`config.mk`:
```
export PLATFORM = sky130hd
export DESIGN_NAME = cmp_branch_unit
export DESIGN_NICKNAME = d
export VERILOG_FILES = /design/src/rtl/cmp_branch_unit.sv
export SDC_FILE = /design/constraint.sdc
export NUM_CORES = 1
export LEC_CHECK = 0
export ABC_AREA = 0
export BUFFER_PORTS_ARGS = -buffer_cell sky130_fd_sc_hd__buf_2
export CAP_MARGIN = 20
export CORE_MARGIN = 1.5
export CORE_UTILIZATION = 39
export DETAILED_ROUTE_END_ITERATION = 6
export PLACE_DENSITY_LB_ADDON = 0.15
export SYNTH_ARGS = -nofsm -noshare
export SYNTH_HDL_FRONTEND = slang
export SYNTH_SLANG_ARGS = --single-unit
```
`constraint.sdc`:
```
create_clock -name vclk -period 3.8
set_clock_uncertainty 0.1 [all_clocks]
set_input_delay 0.19 -clock vclk [all_inputs]
set_output_delay 0.19 -clock vclk [all_outputs]
set_load 0.05 [all_outputs]
```
`src/rtl/cmp_branch_unit.sv`:
```
module cmp_branch_unit #(
  parameter int XLEN       = 32,
  parameter int IMMW       = 16,
  parameter int INSN_BYTES = 4
) (
  input  logic [XLEN-1:0] opa,
  input  logic [XLEN-1:0] opb,
  input  logic [IMMW-1:0] imm,
  input  logic [2:0]      cond,
  input  logic            is_signed,
  input  logic            use_imm,
  input  logic            is_branch,
  input  logic [XLEN-1:0] pc,
  output logic [XLEN-1:0] set_val,
  output logic            br_taken,
  output logic [XLEN-1:0] next_pc
);
  localparam int EXTW = XLEN - IMMW;
  localparam logic [XLEN-1:0] STEP    = INSN_BYTES[XLEN-1:0];
  localparam logic [XLEN-1:0] TOP_BIT = {1'b1, {(XLEN-1){1'b0}}};
  localparam logic [2:0] C_EQ = 3'd0, C_NE = 3'd1, C_GT = 3'd2,
                         C_GE = 3'd3, C_LT = 3'd4, C_LE = 3'd5;

  logic [XLEN-1:0] imm_sx, imm_zx, rhs, key_a, key_b, seq_pc;
  logic            same, below, hit;

  assign imm_sx = {{EXTW{imm[IMMW-1]}}, imm};
  assign imm_zx = {{EXTW{1'b0}}, imm};
  assign rhs    = (use_imm && !is_branch) ? (is_signed ? imm_sx : imm_zx) : opb;

  assign key_a  = is_signed ? (opa ^ TOP_BIT) : opa;
  assign key_b  = is_signed ? (rhs ^ TOP_BIT) : rhs;
  assign same   = (key_a == key_b);
  assign below  = (key_a < key_b);

  always_comb begin
    case (cond)
      C_EQ:    hit = same;
      C_NE:    hit = !same;
      C_GT:    hit = !below && !same;
      C_GE:    hit = !below;
      C_LT:    hit = below;
      C_LE:    hit = below || same;
      default: hit = 1'b0;
    endcase
  end

  assign set_val  = {{(XLEN-1){1'b0}}, hit && !is_branch};
  assign br_taken = hit && is_branch;
  assign seq_pc   = pc + STEP;
  assign next_pc  = br_taken ? (seq_pc + imm_sx) : seq_pc;
endmodule

```
-- Yosys cells after proc, flatten, opt, wreduce, memory -nomap -nowiden
Cells that the tools add are included.
- register bits: 0
- word-level logic and storage cells: 26
- input port bits: 118
- output and inout bits: 65
- reductions and logical operators: 9
- $lt $le $gt $ge: 1
- bitwise logic cells: 2
- add/sub/neg operators: 2
- mux-type cells: 6
- equality and inequality tests: 6
- operators by type and width (cell ; count):
    $mux 32 ; 5
    $add 32x3->32 const B ; 1
    $add 32x32->32 ; 1
    $eq 32x32->1 ; 1
    $lt 32x32->1 ; 1
    $eq 3x2->1 const B ; 2
    $eq 3x3->1 const B ; 2
    $pmux 1 s6 ; 1
    $logic_and 1x1->1 ; 4
    $eq 3x1->1 const B ; 1
    $logic_not 1->1 ; 3
    $logic_not 3->1 ; 1
    $not 1->1 ; 2
    $logic_or 1x1->1 ; 1

-- Depth between registers and ports, before layout
- depth in word-level cells: 11
- mapped depth: 17
- depth with buffers taken out: 17

-- Worst setup path after synthesis
Ideal clock, no wire load.
- path kind: input to output
- from: in use_imm
- to: out next_pc[6]
- stages on the path: 12
- data arrival time: 4.529 ns
- path buffers: 2
- data required time: 3.510 ns
- slack: -1.019 ns
- cell sequence: nor2b_1 > clkbuf_1 > buf_1 > mux2i_1 > ha_1 > nor2b_1 > o211ai_1 > a21boi_1 > o41a_1 > o211a_1 > o32a_1 > o41ai_1
- word-level cells in the longest chain between the ends: 10
- elaborated cells between the ends (all ways): 13
- classes of those cells: order compare: 1; eq/ne: 1; mux: 4; bitwise: 1; reduce/logical: 6
- ends and longest elaborated chain (item ; RTL line ; text):
    from (decl) ; 11 ; input logic use_imm,
    $logic_and 1x1->1 (*) ; 29 ; assign rhs = (use_imm && !is_branch) ? (is_signed ? imm_sx : imm_zx) : opb;
    $mux 32 (*) ; 29 ;
    $not 1->1 (no source line) ; -- ;
    $mux 32 (*) ; 32 ; assign key_b = is_signed ? (rhs ^ TOP_BIT) : rhs;
    $lt 32x32->1 or $eq 32x32->1 (tied branches) ; 34, 33 ;
    $logic_not 1->1, on equally long branches ; 40, 41, 39 ;
    $logic_and 1x1->1 ; 40 ; C_GT: hit = !below && !same;
    $pmux 1 s6 (*) ; 37 ; case (cond)
    $logic_and 1x1->1 (*) ; 49 ; assign br_taken = hit && is_branch;
    $mux 32 (*) ; 51 ; assign next_pc = br_taken ? (seq_pc + imm_sx) : seq_pc;
    to (decl) ; 16 ; output logic [XLEN-1:0] next_pc
Every way passes the cells marked *; elsewhere a longest branch is shown, timed or not.

-- Final worst setup path
- from: in pc[12]
- to: out next_pc[28]
- word-level cells in the longest chain between the ends: 3
- ends and longest elaborated chain (item ; RTL line ; text):
    from (decl) ; 13 ; input logic [XLEN-1:0] pc,
    $add 32x3->32 (*) ; 50 ; assign seq_pc = pc + STEP;
    $add 32x32->32 ; 51 ;
    $mux 32 (*) ; 51 ;
Marked as above.

==> metrics.md <==
| Metric | Value |
|---|---|
| Status | finished, final reports clean |
| Worst Setup Path Type | in2out |
| Met3 track demand over resource | 0.00475 |
| Layout Utilization | 0.600 |
| Sequential fraction of the synthesis area | 0 |
| Largest net degree at the start of global routing | 27 |
| Area contributors post-synth | ha_1 (20%), a21oi_1 (7.0%), xnor2_1 (6.5%), buf_4 (6.0%), xor2_1 (5.4%) |
| Cells along the critical path | buf_4 -> nand4_1 -> or3_4 -> nor3_4 -> xor2_2 -> ha_4 -> a21oi_4 -> nand2_1 -> or3_1 -> o22ai_2 -> o21a_1 -> o21ai_2 -> or4b_4 -> a41oi_2 -> buf_6 |
| Worst VDD drop | around 120 uV |
| Global-route wire length before repair | 19200 um |
| Post-Syn Area | 0.00391 mm^2 |
| Critical path depth | 15 |
| GR Util met2 | 0.412 |
| P_leak | between 0.002 and 0.003 uW |
| IO Port Bufs | about 150 |
| Hold Vio Cnt, Final | 0 |
| Global route overflow | 0 |
| RSZ-0062 raised after global routing | yes |
| Detailed-route via count | 4600 |
| Nets | 940 |
| Antenna cell count | 0 |
| Die width | 103 um |
| Synth warn | 0 |
| CP top delay family | simple AND/OR/NAND/NOR gates |
| Mapped Cells | between 500 and 600 |
| Met1 Use GR | 0.292 |
| Yosys cell types | 74 |
| ANT nets after route | 0 |
| Post-DP Area | 0.00532 mm^2 |
| Worst hold path type | in2out |
| DRT iter0 DRCs | approximately 150 |
| DR vias/cell | between 5 and 6 |
| Vias in the first global route | between 4k and 5k |
| Arrival @ worst endpoint | ~3.5 ns |
| Crit path max fanout | 4 |
| Row cnt | 36 |
| Gr busiest metal | met2 |
| Final setup viols | 0 |
| DR WL/cell | ~14 um |
| Yosys top cell by area | ha_1 |
| Synth Area per Inst | approximately 7.3 um^2 |
| Final instance area | slightly below 0.006 mm^2 |
| RePlAce Congestion | 0.919 |
| Total GRT Usage | 0.219 |
| Flip-flop and latch count | 0 |
| Area grow syn2layout | 49.3% |
| Setup crit start kind | input port |
| Die Height | approximately 100 um |
| Tcrit/Tclk final | 0.997 |
| Buf/Inv on CP | 2 |
| Critical Path Source | pc[12] |
| Die ar. | ~0.011 mm^2 |
| Final Routed Wirelength | between 10000 and 15000 um |
| Share of layout cells above drive strength 1 | 0.436 |
| Clkbuf count | 0 |
| Delay of the slowest critical-path stage | ~0.48 ns |
| Max-cap viol count | 0 |
| DP HPWL | ~10000 um |
| Io pins | 183 |
| Worst Setup EP | next_pc[28] |
| Pins Over Slew Limit | 0 |
| Min Tclk post-route | roughly 3.8 ns |
| Reg area | 0 um^2 |
| Cell Pwr Density | 194 mW/mm^2 |
| Floorplan core area | about 0.01 mm^2 |
| # DRC | 0 |
| Hold buffers post-CTS | 0 |
| Critical Path End Type | output port |
| WP data required | around 3.5 ns |
| FMAX | ~260 MHz |
| TritonRoute pass-1 iters | 4 |
| Post-synth top area share | 0.205 |
| Slowest-stage cell, CP | or4b_4 |
| Initial antenna violation count | 0 |
| Initial Utilization | 0.402 |
## area by class of cell
class              instances  area (um^2)
well taps                133          166
repair buffers           236         1520
fillers                  924         3890
multi-input cells        506         4100
inverters                 13         48.8
## cell families (layout without fill, tap and decap cells)
logic type / after synthesis / after routing / share of synthesized area
muxes: 21 / 21 / 0.0547
and+or+nand+nor: 181 / 181 / 0.241
buffers and inverters: 61 / 249 / 0.101
other: 1 / 31 / 0.000959
adders and majority gates: 65 / 65 / 0.210
xor gates and xnor gates: 53 / 53 / 0.119
AOI/OAI and AO/OA: 155 / 155 / 0.274
## stage by stage
stage | instances | hold WS (ns) | setup WS (ns) | setup TNS, ns | total power, uW
6_report | 888 | 0.666 | 0.0110 | 0 | 1130
3_3_place_gp | 877 | 0.642 | -0.234 | -0.929 | 1030
4_1_cts | 879 | 0.663 | -0.0177 | -0.0226 | 1070
2_1_floorplan | 567 | 0.456 | -0.255 | -0.393 | 775
5_1_grt | 888 | 0.696 | -0.133 | -0.484 | 1230
3_5_place_dp | 877 | 0.640 | -0.274 | -1.54 | 1040
## layer usage
| layer | vias up | wire length [um] |
|---|---|---|
| li1 | 2354 | - |
| met1 | 2102 | 5650 |
| met2 | 136 | 6200 |
| met3 | 8 | 621 |
| met4 | 0 | 72 |
| met5 | - | 0 |
## report_power, final
group | internal (uW) | switching (uW)
combinational | 443 | 691
clock | 0 | 0
sequential | 0 | 0
## Yosys cell counts (3+ instances only)
cell type and count:
ha_1 64, a21oi_1 55, nor2_1 51, o21ai_0 35, nand2_1 32, buf_4 31
xnor2_1 29, nand3_1 25, xor2_1 24, mux2i_1 18, a21o_1 14, inv_1 13
and3_1 12, nand4_1 12, nor3_1 9, nand2b_1 8, a31oi_1 7, clkbuf_1 7
nor2b_1 7, and4_1 4, buf_6 4, o21a_1 4, a21o_2 3, and2_1 3
buf_2 3, nor3b_1 3, o211ai_1 3, or3_1 3
## worst min path at each step
stage                     startpoint          to  slack (ns)  cells past startpoint
after CTS                  is_branch  set_val[0]        0.66                      3
after floorplan            is_branch  set_val[0]        0.46                      1
after global routing       is_branch  set_val[0]        0.70                      3
after detailed placement   is_branch  set_val[0]        0.64                      3
after global placement     is_branch  set_val[0]        0.64                      3
final                      is_branch  set_val[0]        0.67                      3
## what timing repair did
| action | CTS | global route |
|---|---|---|
| endpoints found under the setup margin | 14 | 27 |
| buffers inserted | 2 | 9 |
| resized for setup | 29 | 66 |
| hold endpoints to repair | 0 | 0 |
| pin swaps | 11 | 31 |
## placed cells by master (no fill, tap or decap), types with 3 or more instances in the layout
cell type	count
nand2b_1	8
xnor2_1	25
buf_2	133
a21oi_2	24
conb_1	31
ha_4	6
nor2_1	50
nand4_1	12
nor3_4	3
buf_4	84
o21ai_1	5
ha_1	55
o211ai_1	3
o21ai_0	31
a31oi_1	5
mux2i_1	16
clkbuf_4	3
a21o_1	14
nor2b_1	5
o21a_1	4
nand2_1	31
nand3_1	22
and4_1	4
and3_1	10
buf_6	12
a21oi_1	32
xnor2_2	3
ha_2	3
xor2_1	18
inv_1	13
a21o_2	3
and2_1	3
nor3_1	6
xor2_2	6
No activity file was read; power rests on OpenSTA's default activity.
